`config.mk`:
```
export PLATFORM = sky130hd
export DESIGN_NAME = ecc_split_adapter
export DESIGN_NICKNAME = d
export VERILOG_FILES = /design/src/rtl/ecc_split_pkg.sv /design/src/rtl/ecc_split_encoder.sv /design/src/rtl/ecc_split_decoder.sv /design/src/rtl/ecc_split_addr_map.sv /design/src/rtl/ecc_split_adapter.sv
export SDC_FILE = /design/constraint.sdc
export NUM_CORES = 1
export LEC_CHECK = 0
export BUFFER_PORTS_ARGS = -buffer_cell sky130_fd_sc_hd__clkbuf_2
export CAP_MARGIN = 40
export CORE_ASPECT_RATIO = 0.5
export CORE_MARGIN = 1.5
export CORE_UTILIZATION = 55
export CTS_CLUSTER_SIZE = 14
export DETAILED_ROUTE_END_ITERATION = 8
export PLACE_DENSITY = 0.87
export SLEW_MARGIN = 20
export SYNTH_ARGS = -nofsm -noshare
export SYNTH_HDL_FRONTEND = slang
export SYNTH_SLANG_ARGS = --single-unit
export TNS_END_PERCENT = 20
```
`constraint.sdc`:
```
create_clock -name clk_i -period 7.7 [get_ports clk_i]
set_clock_uncertainty 0.1 [all_clocks]
set_input_delay 1.155 -clock clk_i [delete_from_list [all_inputs] [get_ports clk_i]]
set_output_delay 1.155 -clock clk_i [all_outputs]
set_load 0.005 [all_outputs]
```
`src/rtl/ecc_split_pkg.sv`:
```
package ecc_split_pkg;

  typedef enum logic [2:0] {
    S_IDLE, S_WDAT, S_WCHK, S_RDAT, S_RCHK, S_DONE
  } ecc_st_e;

  // Hamming parity over positions 1..38, data in the non-power-of-two slots
  function automatic logic [5:0] ecc_par(input logic [31:0] d);
    logic [38:1] cw;
    logic [5:0]  p;
    int          di;
    cw = '0;
    p  = '0;
    di = 0;
    for (int pos = 1; pos <= 38; pos++) begin
      if ((pos & (pos - 1)) != 0) begin
        cw[pos] = d[di];
        di++;
      end
    end
    for (int k = 0; k < 6; k++) begin
      for (int pos = 1; pos <= 38; pos++) begin
        if (((pos >> k) & 1) == 1) p[k] = p[k] ^ cw[pos];
      end
    end
    return p;
  endfunction

  // Codeword position -> data bit index, -1 when not a data slot
  function automatic int ecc_pos_to_idx(input logic [5:0] s);
    int di;
    int r;
    di = 0;
    r  = -1;
    for (int pos = 1; pos <= 38; pos++) begin
      if ((pos & (pos - 1)) != 0) begin
        if (pos == int'(s)) r = di;
        di++;
      end
    end
    return r;
  endfunction

endpackage

```
`src/rtl/ecc_split_encoder.sv`:
```
module ecc_split_encoder (
  input  logic [31:0] data_i,
  output logic [6:0]  chk_o
);
  import ecc_split_pkg::*;

  logic [5:0] par;

  always_comb begin
    par   = ecc_par(data_i);
    chk_o = {(^data_i) ^ (^par), par};
  end

endmodule

```
`src/rtl/ecc_split_decoder.sv`:
```
module ecc_split_decoder (
  input  logic [31:0] data_i,
  input  logic [6:0]  chk_i,
  output logic [31:0] data_o,
  output logic        single_o,
  output logic        double_o
);
  import ecc_split_pkg::*;

  logic [5:0]  syn;
  logic        ovr;
  logic [31:0] flip;
  int          idx;

  always_comb begin
    syn      = ecc_par(data_i) ^ chk_i[5:0];
    ovr      = ^{data_i, chk_i};
    idx      = ecc_pos_to_idx(syn);
    flip     = '0;
    single_o = 1'b0;
    double_o = 1'b0;
    if (!ovr) begin
      double_o = (syn != '0);
    end else if ((syn & (syn - 6'd1)) == '0) begin
      single_o = 1'b1;  // overall bit or a Hamming check bit
    end else if (idx >= 0) begin
      single_o  = 1'b1;
      flip[idx] = 1'b1;
    end else begin
      double_o = 1'b1;  // syndrome outside the codeword
    end
    data_o = data_i ^ flip;
  end

  always_comb begin
    a_r7_flags_exclusive: assert (!(single_o && double_o));
  end

endmodule

```
`src/rtl/ecc_split_addr_map.sv`:
```
module ecc_split_addr_map #(
  parameter int MEM_BYTES = 4096,
  localparam int AW = $clog2(MEM_BYTES)
) (
  input  logic [AW-1:0] addr_i,
  output logic [AW-1:0] chk_addr_o,
  output logic [1:0]    lane_o
);
  localparam logic [AW-1:0] CHK_BASE = AW'(MEM_BYTES - (MEM_BYTES >> 2));

  always_comb begin
    chk_addr_o = CHK_BASE + (addr_i >> 2);
    lane_o     = chk_addr_o[1:0];
  end

endmodule

```
`src/rtl/ecc_split_adapter.sv`:
```
module ecc_split_adapter #(
  parameter int MEM_BYTES = 4096,
  localparam int AW = $clog2(MEM_BYTES)
) (
  input  logic          clk_i,
  input  logic          rst_ni,
  input  logic          req_i,
  input  logic          we_i,
  input  logic [AW-1:0] addr_i,
  input  logic [31:0]   wdata_i,
  output logic          ack_o,
  output logic [31:0]   rdata_o,
  output logic          mem_req_o,
  output logic          mem_we_o,
  output logic [AW-1:0] mem_addr_o,
  output logic [3:0]    mem_be_o,
  output logic [31:0]   mem_wdata_o,
  input  logic          mem_ack_i,
  input  logic [31:0]   mem_rdata_i,
  output logic          err_valid_o,
  output logic          err_single_o,
  output logic          err_double_o,
  output logic [AW-1:0] err_data_addr_o,
  output logic [AW-1:0] err_chk_addr_o,
  output logic [38:0]   err_raw_o
);
  import ecc_split_pkg::*;

  localparam logic [AW-1:0] CHK_BASE = AW'(MEM_BYTES - (MEM_BYTES >> 2));

  ecc_st_e       st_q;
  logic          rd_q;
  logic [AW-1:0] addr_q;
  logic [31:0]   wdata_q;
  logic [31:0]   rdat_q;
  logic [7:0]    rchk_q;

  logic [AW-1:0] chk_addr;
  logic [1:0]    lane;
  logic [6:0]    enc_chk;
  logic [31:0]   dec_data;
  logic          dec_single;
  logic          dec_double;
  logic          chk_phase;
  logic [7:0]    mem_lane_byte;

  ecc_split_addr_map #(.MEM_BYTES(MEM_BYTES)) u_map (
    .addr_i     (addr_q),
    .chk_addr_o (chk_addr),
    .lane_o     (lane)
  );

  ecc_split_encoder u_enc (
    .data_i (wdata_q),
    .chk_o  (enc_chk)
  );

  ecc_split_decoder u_dec (
    .data_i   (rdat_q),
    .chk_i    (rchk_q[6:0]),
    .data_o   (dec_data),
    .single_o (dec_single),
    .double_o (dec_double)
  );

  assign mem_lane_byte = 8'(mem_rdata_i >> {lane, 3'b000});

  always_ff @(posedge clk_i or negedge rst_ni) begin
    if (!rst_ni) begin
      st_q    <= S_IDLE;
      rd_q    <= 1'b0;
      addr_q  <= '0;
      wdata_q <= '0;
      rdat_q  <= '0;
      rchk_q  <= '0;
    end else begin
      unique case (st_q)
        S_IDLE: if (req_i) begin
          rd_q    <= !we_i;
          addr_q  <= addr_i;
          wdata_q <= wdata_i;
          st_q    <= we_i ? S_WDAT : S_RDAT;
        end
        S_WDAT: if (mem_ack_i) st_q <= S_WCHK;
        S_WCHK: if (mem_ack_i) st_q <= S_DONE;
        S_RDAT: if (mem_ack_i) begin
          rdat_q <= mem_rdata_i;
          st_q   <= S_RCHK;
        end
        S_RCHK: if (mem_ack_i) begin
          rchk_q <= mem_lane_byte;
          st_q   <= S_DONE;
        end
        S_DONE: st_q <= S_IDLE;
        default: st_q <= S_IDLE;
      endcase
    end
  end

  always_comb begin
    chk_phase   = (st_q == S_WCHK) || (st_q == S_RCHK);
    mem_req_o   = (st_q != S_IDLE) && (st_q != S_DONE);
    mem_we_o    = (st_q == S_WDAT) || (st_q == S_WCHK);
    mem_addr_o  = chk_phase ? chk_addr : addr_q;
    mem_be_o    = chk_phase ? (4'b0001 << lane) : 4'b1111;
    mem_wdata_o = (st_q == S_WCHK) ? {4{1'b0, enc_chk}} : wdata_q;
  end

  always_comb begin
    ack_o           = (st_q == S_DONE);
    err_valid_o     = ack_o && rd_q;
    rdata_o         = err_valid_o ? dec_data : '0;
    err_single_o    = err_valid_o && dec_single;
    err_double_o    = err_valid_o && dec_double;
    err_data_addr_o = addr_q;
    err_chk_addr_o  = chk_addr;
    err_raw_o       = {rchk_q[6:0], rdat_q};
  end

  a_r3_ack_one_cycle: assert property (@(posedge clk_i) disable iff (!rst_ni)
    ack_o |=> !ack_o);
  a_r3_status_with_ack: assert property (@(posedge clk_i) disable iff (!rst_ni)
    err_valid_o |-> ack_o);
  a_r2_lane_onehot: assert property (@(posedge clk_i) disable iff (!rst_ni)
    (mem_req_o && mem_be_o != 4'hf) |-> $onehot(mem_be_o));
  a_r2_chk_region: assert property (@(posedge clk_i) disable iff (!rst_ni)
    (mem_req_o && mem_be_o != 4'hf) |-> (mem_addr_o >= CHK_BASE));
  a_r2_bit7_zero: assert property (@(posedge clk_i) disable iff (!rst_ni)
    (mem_req_o && mem_we_o && mem_be_o != 4'hf) |-> ((mem_wdata_o & 32'h8080_8080) == '0));
  a_r10_no_mem_after_ack: assert property (@(posedge clk_i) disable iff (!rst_ni)
    ack_o |-> !mem_req_o);
  a_r1_addr_stable: assert property (@(posedge clk_i) disable iff (!rst_ni)
    (mem_req_o && !mem_ack_i) |=> (mem_req_o && $stable(mem_addr_o)));

endmodule

```
==> qor.csv <==
metric,value,unit
outcome,finished clean,
finish.cell_count_without_fillers,1012,
rsz0062_at_grt,false,
postSynthRegisterBits,87,
detailed_place_hpwl,15.01,mm
chipHeight,80.82,µm
areaGrowthSynthToFinish,23.76,%
totalNegativeSetupSlack,0,ps
max_freq,176.3,MHz
period_utilization_post_route,73.67,%
gr-total-overflow,0,
initial_core_util,56.42,%
synthCells,636,
ant_nets,0,
synth_edf_count,0,
avgViaCountPerCell,5.819,
dieArea,0.01282,mm²
dr_total_vias,5889,
initialDrtViolationCount,532,
cts_max_path_buffers,2,
cts.hold.buffers_added,0,
drt-total-wl,19.70,mm
syn-cell-area,0.006661,mm²
drc,0,
crit_path_end_kind,primary output,
nNetsFinal,923,
critPathRequiredTime,6440,ps
synthesis.area_per_instance,10.47,µm²
most_used_flip_flop_cell_after_synthesis,dfrtp_1,
grt_pass1_vias,5646,
postSynth.asyncResetShare,100.0,%
netlist-cell-type-count,61,
final_layout_size_suffix_gt1_share,43.92,%
cp_data_arrival_time,4420,ps
cts_root_buffer,clkbuf_16,
routedWlPerCell,19.47,µm
hold_path_class,reg2reg,
ctsHtreeMaxLevel,3,
fp-row-count,28,
number_of_cts_inserted_buffers,9,
numPlacedInstances,995,
io_pins,230,
pin_count_of_the_biggest_net_entering_global_routing,50,
n_antenna_cell,0,
period_needed,5673,ps
grt_pass1_wl,30.02,mm
cts.clk_slew.worst_paths,70,ps
timing_hold_violations_final,0,
clock_insertion_delay_at_the_later_pin_of_the_skew_report,340,ps
die_width,158.6,µm
share_of_synthesized_area_occupied_by_flip_flops_and_latches,32.68,%
cts_tree,yes,
post-cts-setup-buffer-count,0,
numClockSinks,87,
worst_pin_slew,837.6,ps
buffer_ports.inserted,227,
crit_path_max_fanout,14,
cts-resized-gates,0,
startpoint_type,register,
setup_viol,0,
cap_viol_max_count,0,
grt_usage,31.00,%
core_region_area,0.01181,mm²
gp_congestion,0.8825,
drtPass1Iterations,5,
ys.warnings.count,0,
maxSlewViolCount,0,
antenna_found_initial,0,
worst-setup-path-type,reg2out,
worst_slew_margin_rel,43.76,%
hold_slack,456.7,ps
[critical path, stage by stage, from the launching register on]
cell and delay [ps]:
dfrtp_1 440, xnor3_1 490, xnor3_2 540, xor3_2 550, xnor3_1 520, a21o_1 230
nand2_2 100, nand4_1 340, or4_1 520, a21oi_1 190, clkbuf_2 150
[synth_stat cells (all sizes together), types with 2 or more instances]
master | count | area (µm²)
nor2b | 2 | 12.51
dfrtp | 87 | 2177
or4 | 14 | 105.1
o2111a | 2 | 22.52
o31ai | 14 | 105.1
mux2 | 89 | 1002
nor3 | 7 | 35.03
or2 | 2 | 12.51
xor2 | 25 | 219.0
mux2i | 4 | 40.04
xnor3 | 18 | 406.6
buf | 24 | 152.6
o22ai | 4 | 25.02
nand4 | 2 | 12.51
a21oi | 36 | 180.2
xor3 | 5 | 120.1
o21ai | 29 | 145.1
o211ai | 5 | 51.30
nand2b | 7 | 43.79
mux4 | 7 | 157.7
o21a | 13 | 97.59
nand2 | 53 | 203.9
xnor2 | 77 | 681.9
nor2 | 27 | 106.4
and2 | 7 | 43.80
clkbuf | 22 | 82.58
a211oi | 6 | 50.05
or3 | 16 | 100.1
nor4 | 5 | 31.28
nand3b | 2 | 15.01
nand3 | 6 | 35.03
inv | 3 | 11.26
[logic make-up (layout without fill, tap and decap cells)]
kind of cell	after synthesis	count (layout)	share of synthesized area (%)
other	1	2	0.05629
muxes	100	100	18.01
DFF	87	87	32.68
buffers and inverters	49	259	3.700
AOI/OAI and AO/OA	122	122	12.51
and+or+nand+nor	152	152	11.61
xor gates and xnor gates	125	125	21.43
[worst paths after layout]
path                       startpoint                  end  slack [ps]  cells past startpoint
min in group asynchronous      rst_ni                 rd_q         690                      1
hold reg to reg                  rd_q                 rd_q         460                      2
setup / recovery           rdat_q[24]          rdata_o[31]        2030                     10
max in group asynchronous      rst_ni  err_data_addr_o[10]        6180                      2
setup reg to reg              st_q[2]          wdata_q[14]        5360                      5
hold / removal                   rd_q                 rd_q         460                      2
[layer usage]
layer	share of wire [%]	up-vias	track usage (%)
li1	-	2696	-
met3	7.3	39	5.443
met4	2.7	0	12.06
met1	40	2877	39.02
met5	0	-	0
met2	50	277	53.93
[registers in the layout, summed over array words and instances (netlist names)]
| name | flops |
|---|---|
| err_data_addr_o | 12 |
| st_q | 3 |
| wdata_q | 32 |
| rchk_q | 7 |
| rdat_q | 32 |
| rd_q | 1 |
[final cells by class]
type,instances,area (µm²)
well taps,165,206.4
inverters,3,11.26
clock inverters,7,103.9
repair buffers,240,1274
fillers,922,3562
clock buffers,9,225.2
flip-flops and latches,87,2177
multi-input cells,501,4247
[metrics by stage]
| stage | utilization [%] | instance area, µm² | setup slack, ps |
|---|---|---|---|
| 3_5_place_dp | 66.98 | 7908 | 2412 |
| 5_1_grt | 69.83 | 8244 | 1866 |
| 4_1_cts | 69.76 | 8237 | 2021 |
| 2_1_floorplan | - | 6665 | 3206 |
| 6_report | 69.83 | 8244 | 2027 |
| 3_3_place_gp | 66.15 | 7810 | 2207 |
[placed cells by master, fill, tap and decap left out, types with 7 or more instances in the layout]
cell	synthesis	final
a21oi_1	36	36
buf_4	13	10
clkbuf_16	0	9
clkbuf_2	0	226
dfrtp_1	87	87
mux2_2	89	89
mux4_2	7	7
nand2_1	51	51
nand2b_1	7	7
nor2_1	25	25
o21a_1	13	13
o21ai_0	26	26
o31ai_1	14	14
or3_1	16	16
or4_1	14	14
xnor2_1	76	76
xnor3_1	17	17
xor2_1	25	25
Power is not shown: default switching activity piles up to over one toggle a cycle in this logic, so the estimate is an artifact.
